--- config.mk ---
export PLATFORM = sky130hd
export DESIGN_NAME = scp_register_port
export DESIGN_NICKNAME = d
export VERILOG_FILES = /design/src/rtl/scp_pkg.sv /design/src/rtl/scp_pin_sync.sv /design/src/rtl/scp_engine.sv /design/src/rtl/scp_regbank.sv /design/src/rtl/scp_register_port.sv
export SDC_FILE = /design/constraint.sdc
export NUM_CORES = 1
export LEC_CHECK = 0
export ABC_AREA = 1
export CAP_MARGIN = 15
export CORE_ASPECT_RATIO = 1.4
export CORE_MARGIN = 2
export CORE_UTILIZATION = 26
export DETAILED_ROUTE_END_ITERATION = 6
export DONT_BUFFER_PORTS = 1
export HOLD_SLACK_MARGIN = 0.12
export PLACE_DENSITY_LB_ADDON = 0.15
export SLEW_MARGIN = 0
export SYNTH_ARGS = -nofsm -noshare
export SYNTH_HDL_FRONTEND = slang
export SYNTH_HIERARCHICAL = 1
export SYNTH_SLANG_ARGS = --single-unit
--- constraint.sdc ---
create_clock -name clk -period 9.9 [get_ports clk]
set_clock_uncertainty 0.05 [all_clocks]
set_input_delay 0.495 -clock clk [delete_from_list [all_inputs] [get_ports clk]]
set_output_delay 0.495 -clock clk [all_outputs]
set_load 0.03 [all_outputs]
--- src/rtl/scp_pkg.sv ---
// Shared types and constants for the serial register port.
// Assumes the protocol widths are fixed: byte-wide data and a 2-bit length code.
package scp_pkg;
    typedef enum logic [1:0] {
        PH_HDR  = 2'd0,
        PH_DATA = 2'd1,
        PH_DONE = 2'd2
    } scp_phase_e;

    localparam int          BYTE_W     = 8;
    localparam logic [1:0]  LEN_STREAM = 2'b11;
endpackage

--- src/rtl/scp_pin_sync.sv ---
// Brings the serial pins into the core clock domain and derives edge events.
// Assumes each serial clock phase lasts well over STAGES+1 core cycles.
// Data is synchronized to the same depth as the clock, so they stay aligned.
module scp_pin_sync #(
    parameter int STAGES = 2
) (
    input  logic clk,
    input  logic rst_n,
    input  logic cs_n,
    input  logic sclk,
    input  logic sdio_in,
    output logic cs_hi,
    output logic end_evt,
    output logic sclk_rise,
    output logic sclk_fall,
    output logic sdio_s
);
    logic [STAGES-1:0] cs_pipe;
    logic [STAGES-1:0] sclk_pipe;
    logic [STAGES-1:0] sdio_pipe;
    logic              cs_d;
    logic              sclk_d;

    // Synchronizer chains plus one delay stage for edge detection.
    always_ff @(posedge clk) begin
        if (!rst_n) begin
            cs_pipe   <= '1;
            sclk_pipe <= '0;
            sdio_pipe <= '0;
            cs_d      <= 1'b1;
            sclk_d    <= 1'b0;
        end else begin
            cs_pipe   <= {cs_pipe[STAGES-2:0], cs_n};
            sclk_pipe <= {sclk_pipe[STAGES-2:0], sclk};
            sdio_pipe <= {sdio_pipe[STAGES-2:0], sdio_in};
            cs_d      <= cs_pipe[STAGES-1];
            sclk_d    <= sclk_pipe[STAGES-1];
        end
    end

    // Edge events in the core domain.
    assign cs_hi     = cs_pipe[STAGES-1];
    assign end_evt   = cs_pipe[STAGES-1] & ~cs_d;
    assign sclk_rise = sclk_pipe[STAGES-1] & ~sclk_d & ~cs_pipe[STAGES-1];
    assign sclk_fall = ~sclk_pipe[STAGES-1] & sclk_d & ~cs_pipe[STAGES-1];
    assign sdio_s    = sdio_pipe[STAGES-1];
endmodule

--- src/rtl/scp_engine.sv ---
// Serial protocol engine: decodes the instruction word, counts data bytes,
// steps the address downward and drives the register-file bus.
// Assumes synchronized edge events from scp_pin_sync and a combinational
// read path on the bus. Read data is loaded one core cycle after a byte boundary.
module scp_engine
    import scp_pkg::*;
#(
    parameter int ADDR_W = 13
) (
    input  logic              clk,
    input  logic              rst_n,
    input  logic              cs_hi,
    input  logic              sclk_rise,
    input  logic              sdio_s,
    input  logic [BYTE_W-1:0] bus_rdata,
    output logic [ADDR_W-1:0] bus_addr,
    output logic [BYTE_W-1:0] bus_wdata,
    output logic              bus_we,
    output logic              sdio_out,
    output logic              sdio_oe
);
    localparam int           HDR_W    = ADDR_W + 3;
    localparam int           CNT_W    = $clog2(HDR_W);
    localparam logic [CNT_W-1:0] HDR_LAST = CNT_W'(HDR_W - 1);
    localparam logic [CNT_W-1:0] BIT_LAST = CNT_W'(BYTE_W - 1);

    scp_phase_e        phase;
    logic [CNT_W-1:0]  cnt;
    logic [HDR_W-2:0]  hdr_sr;
    logic [HDR_W-1:0]  hdr_full;
    logic              is_read;
    logic              stream;
    logic [1:0]        bytes_left;
    logic [ADDR_W-1:0] cur_addr;
    logic [BYTE_W-2:0] rx_sr;
    logic [BYTE_W-1:0] tx_sr;
    logic              load_pend;
    logic              byte_done;

    assign hdr_full  = {hdr_sr, sdio_s};
    assign byte_done = sclk_rise && (phase == PH_DATA) && (cnt == BIT_LAST);

    // Protocol state machine advanced on synchronized rising serial edges.
    always_ff @(posedge clk) begin
        if (!rst_n) begin
            phase      <= PH_HDR;
            cnt        <= '0;
            hdr_sr     <= '0;
            is_read    <= 1'b0;
            stream     <= 1'b0;
            bytes_left <= '0;
            cur_addr   <= '0;
            rx_sr      <= '0;
            tx_sr      <= '0;
            load_pend  <= 1'b0;
            sdio_oe    <= 1'b0;
        end else if (cs_hi) begin
            phase     <= PH_HDR;
            cnt       <= '0;
            load_pend <= 1'b0;
            sdio_oe   <= 1'b0;
        end else begin
            if (load_pend) begin
                tx_sr     <= bus_rdata;
                load_pend <= 1'b0;
            end
            if (sclk_rise) begin
                case (phase)
                    PH_HDR: begin
                        if (cnt == HDR_LAST) begin
                            is_read    <= hdr_full[HDR_W-1];
                            stream     <= (hdr_full[HDR_W-2 -: 2] == LEN_STREAM);
                            bytes_left <= hdr_full[HDR_W-2 -: 2];
                            cur_addr   <= hdr_full[ADDR_W-1:0];
                            load_pend  <= hdr_full[HDR_W-1];
                            sdio_oe    <= hdr_full[HDR_W-1];
                            cnt        <= '0;
                            phase      <= PH_DATA;
                        end else begin
                            hdr_sr <= hdr_full[HDR_W-2:0];
                            cnt    <= cnt + 1'b1;
                        end
                    end
                    PH_DATA: begin
                        if (cnt == BIT_LAST) begin
                            cnt      <= '0;
                            cur_addr <= cur_addr - 1'b1;
                            if (!stream && bytes_left == 2'd0) begin
                                phase <= PH_DONE;
                            end else begin
                                if (!stream) begin
                                    bytes_left <= bytes_left - 1'b1;
                                end
                                load_pend <= is_read;
                            end
                        end else begin
                            cnt   <= cnt + 1'b1;
                            rx_sr <= {rx_sr[BYTE_W-3:0], sdio_s};
                            tx_sr <= {tx_sr[BYTE_W-2:0], 1'b0};
                        end
                    end
                    default: ;
                endcase
            end
        end
    end

    // Register-file bus: write strobe on the last bit of each written byte.
    assign bus_addr  = cur_addr;
    assign bus_wdata = {rx_sr, sdio_s};
    assign bus_we    = byte_done && !is_read;
    assign sdio_out  = tx_sr[BYTE_W-1];
endmodule

--- src/rtl/scp_regbank.sv ---
// Staged and active register bank with a commit bit.
// Assumes at most one bus write per cycle and that writes and transfer end
// never coincide, since writes happen only while selected.
module scp_regbank
    import scp_pkg::*;
#(
    parameter int              ADDR_W      = 13,
    parameter int              NUM_REGS    = 16,
    parameter logic [ADDR_W-1:0] COMMIT_ADDR = 13'h232
) (
    input  logic                       clk,
    input  logic                       rst_n,
    input  logic [ADDR_W-1:0]          bus_addr,
    input  logic [BYTE_W-1:0]          bus_wdata,
    input  logic                       bus_we,
    input  logic                       end_evt,
    output logic [BYTE_W-1:0]          bus_rdata,
    output logic                       upd_flag,
    output logic [NUM_REGS*BYTE_W-1:0] active_regs
);
    localparam int               IDX_W    = (NUM_REGS > 1) ? $clog2(NUM_REGS) : 1;
    localparam logic [ADDR_W-1:0] LAST_IDX = ADDR_W'(NUM_REGS - 1);

    logic [BYTE_W-1:0] staged [NUM_REGS];
    logic [BYTE_W-1:0] active [NUM_REGS];
    logic              in_range;
    logic [IDX_W-1:0]  idx;

    assign in_range = (bus_addr <= LAST_IDX);
    assign idx      = bus_addr[IDX_W-1:0];

    // Staging writes, commit arming and the end-of-transfer copy.
    always_ff @(posedge clk) begin
        if (!rst_n) begin
            for (int i = 0; i < NUM_REGS; i++) begin
                staged[i] <= '0;
                active[i] <= '0;
            end
            upd_flag <= 1'b0;
        end else if (end_evt) begin
            if (upd_flag) begin
                for (int i = 0; i < NUM_REGS; i++) begin
                    active[i] <= staged[i];
                end
            end
            upd_flag <= 1'b0;
        end else if (bus_we) begin
            if (in_range) begin
                staged[idx] <= bus_wdata;
            end
            if (bus_addr == COMMIT_ADDR) begin
                upd_flag <= bus_wdata[0];
            end
        end
    end

    // Read mux: staged bytes, the commit bit, or zero for empty addresses.
    always_comb begin
        if (in_range) begin
            bus_rdata = staged[idx];
        end else if (bus_addr == COMMIT_ADDR) begin
            bus_rdata = {{(BYTE_W-1){1'b0}}, upd_flag};
        end else begin
            bus_rdata = '0;
        end
    end

    // Flatten the active copy onto the output vector.
    for (genvar g = 0; g < NUM_REGS; g++) begin : g_flat
        assign active_regs[g*BYTE_W +: BYTE_W] = active[g];
    end
endmodule

--- src/rtl/scp_register_port.sv ---
// Top of the serial register port: pin synchronizer, protocol engine and
// staged register bank. Assumes a serial clock much slower than clk.
module scp_register_port
    import scp_pkg::*;
#(
    parameter int                ADDR_W      = 13,
    parameter int                NUM_REGS    = 16,
    parameter int                SYNC_STAGES = 2,
    parameter logic [ADDR_W-1:0] COMMIT_ADDR = 13'h232
) (
    input  logic                       clk,
    input  logic                       rst_n,
    input  logic                       cs_n,
    input  logic                       sclk,
    input  logic                       sdio_in,
    output logic                       sdio_out,
    output logic                       sdio_oe,
    output logic [NUM_REGS*BYTE_W-1:0] active_regs
);
    logic              cs_hi;
    logic              end_evt;
    logic              sclk_rise;
    logic              sclk_fall;
    logic              sdio_s;
    logic [ADDR_W-1:0] bus_addr;
    logic [BYTE_W-1:0] bus_wdata;
    logic [BYTE_W-1:0] bus_rdata;
    logic              bus_we;
    logic              upd_flag;

    scp_pin_sync #(.STAGES(SYNC_STAGES)) u_sync (
        .clk       (clk),
        .rst_n     (rst_n),
        .cs_n      (cs_n),
        .sclk      (sclk),
        .sdio_in   (sdio_in),
        .cs_hi     (cs_hi),
        .end_evt   (end_evt),
        .sclk_rise (sclk_rise),
        .sclk_fall (sclk_fall),
        .sdio_s    (sdio_s)
    );

    scp_engine #(.ADDR_W(ADDR_W)) u_engine (
        .clk       (clk),
        .rst_n     (rst_n),
        .cs_hi     (cs_hi),
        .sclk_rise (sclk_rise),
        .sdio_s    (sdio_s),
        .bus_rdata (bus_rdata),
        .bus_addr  (bus_addr),
        .bus_wdata (bus_wdata),
        .bus_we    (bus_we),
        .sdio_out  (sdio_out),
        .sdio_oe   (sdio_oe)
    );

    scp_regbank #(
        .ADDR_W      (ADDR_W),
        .NUM_REGS    (NUM_REGS),
        .COMMIT_ADDR (COMMIT_ADDR)
    ) u_bank (
        .clk         (clk),
        .rst_n       (rst_n),
        .bus_addr    (bus_addr),
        .bus_wdata   (bus_wdata),
        .bus_we      (bus_we),
        .end_evt     (end_evt),
        .bus_rdata   (bus_rdata),
        .upd_flag    (upd_flag),
        .active_regs (active_regs)
    );
endmodule

---- Yosys cells after proc, flatten, opt, wreduce, memory -nomap -nowiden ----
Memory sizes are Yosys's and may differ from the RTL's. A register that Yosys moved wholly into a read port is not among the register bits.
Index checks and enable logic that the tools add are counted.
cells by class
  add/sub/neg operators ................... 3
  order comparisons ....................... 1
  equal/unequal tests ..................... 10
  multiplexer cells ....................... 56
  bitwise logic cells ..................... 26
  reductions and logical operators ........ 22
operators with widths
  kind                     count
  $mux W8                  22
  $mux W13                 2
  $pmux W13 S2             1
  $mux W4                  5
  $or A1 B1 Y1             16
  $mux W1                  15
  $mux W2                  7
  $eq A13 B10 Y1 const B   1
  $le A13 B4 Y1 const B    1
  $sub A13 B1 Y13 const B  1
  $reduce_and A4 Y1        3
  $reduce_and A5 Y1        2
  $ne A2 B2 Y1 const B     4
  $pmux W2 S2              2
  $pmux W4 S2              1
  $reduce_or A8 Y1         1
  $not A1 Y1               7
  $reduce_and A7 Y1        1
  $add A4 B1 Y4 const B    1
  $eq A4 B3 Y1 const B     1
  $eq A4 B4 Y1 const B     1
  $logic_and A1 B1 Y1      4
  $logic_not A2 Y1         2
  $reduce_and A2 Y1        2
  11 further kinds         15
word-level totals
  bits in registers ....................... 64
  RAM bits ................................ 256
  input port bits ......................... 5
  output and inout bits ................... 130
  memories kept ........................... 2
memories
  name           words  width  read ports  clocked after Yosys merged registers in  wr ports  line               source
  u_bank.active  16     8      16          0                                        16        scp_regbank.sv:25  logic [BYTE_W-1:0] active [NUM_REGS];
  u_bank.staged  16     8      17          1                                        16        scp_regbank.sv:24  logic [BYTE_W-1:0] staged [NUM_REGS];

---- Depth between registers and ports, before layout ----
  depth in word-level cells ............... 12
  depth in mapped cells ................... 14
  depth with buffers taken out ............ 13

---- Modules after synthesis ----
The synthesis kept the hierarchy.
modules (own cells, without submodules)
  module        instances  cells an instance  area an instance (um^2)  sequential area each (um^2)
  scp_regbank   1          1018               10787.8                  7707.4
  scp_engine    1          389                2637.5                   1101.1
  scp_pin_sync  1          31                 247.7                    160.2

---- Worst setup path after synthesis ----
OpenSTA, ideal clock, no wires.
  kind .................................... register to register
  start ................................... register u_sync.cs_pipe[1]
  end ..................................... memory u_bank.active[0][0], enable pin
  setup time .............................. 0.792 ns
  arrival time ............................ 9.571 ns
  data required time ...................... 9.058 ns
  setup slack ............................. -0.513 ns
  cell stages (with the launch flop) ...... 5
  period minus slack after synthesis ...... 10.413 ns
  cell sequence ........................... dfxtp_1 inv_1 nor2_1 inv_1 o21ai_0
RTL lines
  element                   line                source
  start: declaration        scp_pin_sync.sv:18  logic [STAGES-1:0] cs_pipe;
  start signal: assignment  scp_pin_sync.sv:33  cs_pipe <= {cs_pipe[STAGES-2:0], cs_n};
  end: declaration          scp_regbank.sv:25

---- Worst setup path in the final report ----
  start ................................... register u_engine.cur_addr[1] (netlist: u_engine/bus_addr[1])
  end ..................................... register u_engine.tx_sr[7]
between the ends
  cells in the longest elaborated chain, start to end .. 6
RTL lines
  element                   line                     source
  start: declaration        scp_engine.sv:34         logic [ADDR_W-1:0] cur_addr;
  start signal: assignment  scp_engine.sv:74         cur_addr <= hdr_full[ADDR_W-1:0];
  start signal: assignment  scp_engine.sv:87         cur_addr <= cur_addr - 1'b1;
  $le A13 B4 Y1 *           scp_regbank.sv:29        assign in_range = (bus_addr <= LAST_IDX);
  $mux W8 *                 scp_regbank.sv:59        if (in_range) begin
  via bus_rdata[7]          scp_register_port.sv:27  logic [BYTE_W-1:0] bus_rdata;
  $mux W8 *                 scp_engine.sv:63         if (load_pend) begin
  $mux W8                   scp_engine.sv:85         if (cnt == BIT_LAST) begin
  $mux W8                   scp_engine.sv:68         case (phase)
  $mux W8 *                 scp_engine.sv:67         if (sclk_rise) begin
  end signal: assignment    scp_engine.sv:64         tx_sr <= bus_rdata;
  end signal: assignment    scp_engine.sv:99         tx_sr <= {tx_sr[BYTE_W-2:0], 1'b0};
  end: declaration          scp_engine.sv:36         logic [BYTE_W-1:0] tx_sr;
The timed path passes the listed nets; every way through them passes the cells marked *.
A chain may end at the register's enable or synchronous reset.

==> results by stage <==
Run status:
- The run finished with clean final reports.

Placement:
- During placement, the flow inserted port buffers numbering 0.
- Routability-driven placement finished with a final weighted congestion of 0.790.
- The cell area reported after detailed placement is 14300 um2.
- Detailed placement finished with a half-perimeter wire length of 28000 um.

Global route:
- For this run the aggregate overflow at the end of global routing stands at 0.
- The initial antenna violation count is 0.
- Entering global routing, the biggest net connects 86 pins.
- The first-pass GRT wire length is 61000 um.
- The via count of the first global-routing pass is 9597.
- The total global routing track utilization is 15.2%.

Critical path:
- Walking the worst path, the cells encountered are clkinv_1 > nand2_1 > inv_1 > nand2_1 > nand3_1 > nand2_1 > nand3_1 > nor2_1 > nand2_1 > nand3_1 > o21ai_0 > o21ai_0.
- The family with the most delay on the worst path is simple AND/OR/NAND/NOR gates.
- The critical path crosses 12 cells after its start point.
- Setup slack on the worst reg-to-reg path comes out at 6.54 ns.
- The arrival time of the worst setup path is 3.78 ns.
- In this run the worst path has a maximum fanout of 16.
- The worst register-to-register path begins at u_engine/bus_addr[1].
- The nature of the critical path endpoint is a register.
- The most critical setup path has its endpoint at u_engine/tx_sr[7].
- The type of element launching the critical path is a register.
- The largest stage delay on the critical path is 0.70 ns.
- The critical path contains buffers and inverters numbering 2 combined.
- By startpoint and endpoint, the worst setup path is classified as register to register.
- Among the stages of the critical path, the cell type that occurs most often is sky130_fd_sc_hd__nand2_1.
- The worst-case reg-to-reg path depth is 12.
- The worst register-to-register path ends at u_engine/tx_sr[7].
- The slowest stage of the critical path belongs to the cell sky130_fd_sc_hd__nand2_1.
- Data on the critical path is required at its endpoint by 10.32 ns.
- Tracing the worst setup path back leads to its startpoint at u_engine/bus_addr[1].

Power and ir drop:
- The total power draw is 3020 uW.
- In this run the power density over the cells is 194 nW/um2.
- The worst supply voltage drop on vdd is 0.0000963 V.
- The total leakage power is 0.00625 uW.

Floorplan:
- The core region is 52000 um2.
- The horizontal die dimension is 198 um.
- 135 I/O pins were placed.
- The initial utilization of the core area, before any placement, comes to 26.3%.
- The total die area is 54400 um2.
- The count of standard-cell rows is 99.
- The overall die height is 275 um.

STA:
- The number of endpoints with negative hold slack in the final report is 0.
- The number of max-slew violations in the final report is 0.
- The top achievable clock speed is 297 MHz.
- The remaining max-slew budget at the tightest pin is 33.6%.
- The number of setup violations in the final report is 0.
- The final-layout setup total negative slack is 0 ns.
- The worst-margin pin slew is 0.995 ns.
- The time the final worst path needs with I/O delays and setup is 3.36 ns.
- Dividing the final minimum period by the clock period gives 34.0%.
- Setup repair after global routing left no endpoint under its margin.

Cells and area:
- From synthesis to final layout, the design area changed by 14.2%.
- 0 antenna diodes ended up in the layout.
- The final standard cell area without fillers is 15600 um2.
- The post-layout utilization of the core is 30.0%.
- The final layout contains 1443 nets.
- The fraction of final layout cells sized beyond drive strength 1 is 6.56%.
- Fill cells in the final layout number 5458.

Route:
- The number of remaining DRC errors is 0.
- The routed via count is 9368.
- The remaining antenna violation count is 0.
- The total wire length after detailed routing is 41000 um.
- The average routed wire per standard cell is 19.3 um.
- The detailed router finished its first iteration with 630 violations.
- Before antenna repair, the detailed router went through 5 iterations.
- The vias per cell is 4.42.

Clocking:
- Clock tree synthesis found a total of 320 sinks.
- Counting the buffers created by CTS gives 36.
- In this run the number of H-tree levels came out at 2.
- The number of setup buffers added after CTS is 0.
- Clock tree synthesis selected as its root buffer the cell sky130_fd_sc_hd__clkbuf_16.
- The maximum buffer depth of the clock tree is 3.
- In this run, post-CTS repair resized a total of 0 instances.
- The hold buffer count at CTS is 7.
- Clock latency on the worst-skew pair, taken at its later pin, is 0.54 ns.
- The clock slew at the register clock pins of the worst setup and hold paths is 0.06 ns.
- The CTS tree is yes.

Yosys:
- The mean area per synthesized cell is 9.52 um2.
- Synthesis produced a netlist with a net count of 1443.
- The cell count after synthesis came out at 1435.
- In this run the cell area of the synthesized design comes to 13700 um2.
- During synthesis, Yosys emitted a total of 6 warnings.

Job:
- The count of max-cap constraint violations is 0.

Min path:
- The path category of the worst min-delay check is primary input to register.
- The worst hold path cell count is 2.
[cell usage in the layout (no fill, tap or decap), types with 2 or more instances in the layout]
master,n
sky130_fd_sc_hd__edfxtp_1,256
sky130_fd_sc_hd__inv_2,2
sky130_fd_sc_hd__clkinv_1,8
sky130_fd_sc_hd__xnor2_1,2
sky130_fd_sc_hd__a21oi_1,45
sky130_fd_sc_hd__nand2_4,11
sky130_fd_sc_hd__nand2_2,7
sky130_fd_sc_hd__o21ai_0,57
sky130_fd_sc_hd__dlygate4sd3_1,6
sky130_fd_sc_hd__ha_1,3
sky130_fd_sc_hd__nand3_1,43
sky130_fd_sc_hd__clkbuf_16,37
sky130_fd_sc_hd__nand4_1,12
sky130_fd_sc_hd__bufinv_16,3
sky130_fd_sc_hd__clkbuf_1,6
sky130_fd_sc_hd__nor3_1,6
sky130_fd_sc_hd__o22ai_1,3
sky130_fd_sc_hd__clkinv_2,8
sky130_fd_sc_hd__inv_1,199
sky130_fd_sc_hd__nor4_1,2
sky130_fd_sc_hd__nor3b_1,2
sky130_fd_sc_hd__dfxtp_1,64
sky130_fd_sc_hd__buf_4,7
sky130_fd_sc_hd__nor2_1,355
sky130_fd_sc_hd__inv_6,5
sky130_fd_sc_hd__nor2_4,5
sky130_fd_sc_hd__buf_16,2
sky130_fd_sc_hd__nand2_1,294
[routing by layer]
layer | GRT usage [%] | part of all wire, % | routed length [um] | up-vias
li1 | - | - | - | 4563
met1 | 17.8 | 41 | 16700 | 4548
met2 | 28.1 | 53 | 21700 | 190
met3 | 2.63 | 3.5 | 1440 | 67
met4 | 5.07 | 2.7 | 1120 | 0
met5 | 0 | 0 | 0 | -
[final cells by class]
class	instances	area [um2]	share of cell area (%)
flip-flops and latches	320	8970	57.5
well taps	656	821	5.26
clock inverters	23	203	1.30
clock buffers	43	948	6.08
inverters	204	769	4.93
multi-input cells	857	3710	23.8
repair buffers	16	179	1.15
[sequential cells by signal (all words and copies together), names as in the netlist, 2 cells and up]
name	cells
u_bank/active	128
u_bank/staged	128
u_engine/bus_addr	13
u_engine/bytes_left	2
u_engine/cnt	4
u_engine/hdr_sr	15
u_engine/phase	2
u_engine/rx_sr	7
u_engine/tx_sr	8
u_sync/cs_pipe	2
u_sync/sclk_pipe	2
u_sync/sdio_pipe	2
[per-stage QoR]
stage	hold WS [ns]	std cells	worst slack [ns]
final	0.167	2119	6.54
after global routing	0.136	2119	6.23
after CTS	0.128	2118	6.53
after detailed placement	0.374	2045	6.56
after global placement	0.374	2044	6.36
after floorplan	0.330	1435	2.97
[worst min path at each step]
stage	startpoint	to	slack, ns
detailed placement	u_sync/sclk_pipe[1]	u_sync/sclk_d	0.37
finish	rst_n	u_bank/active[0][113]	0.17
CTS	rst_n	u_bank/active[0][113]	0.13
global placement	u_sync/sclk_pipe[1]	u_sync/sclk_d	0.37
global route	rst_n	u_bank/active[0][113]	0.14
floorplan	u_sync/cs_pipe[0]	u_sync/cs_pipe[1]	0.33
[power breakdown]
part | internal, uW | total [uW] | switching, uW
combinational | 18.3 | 79.9 | 61.6
sequential | 1520 | 1620 | 101
clock | 768 | 1330 | 559
total | 2300 | 3020 | 722
Note: power is estimated with default switching activity, not from simulation.
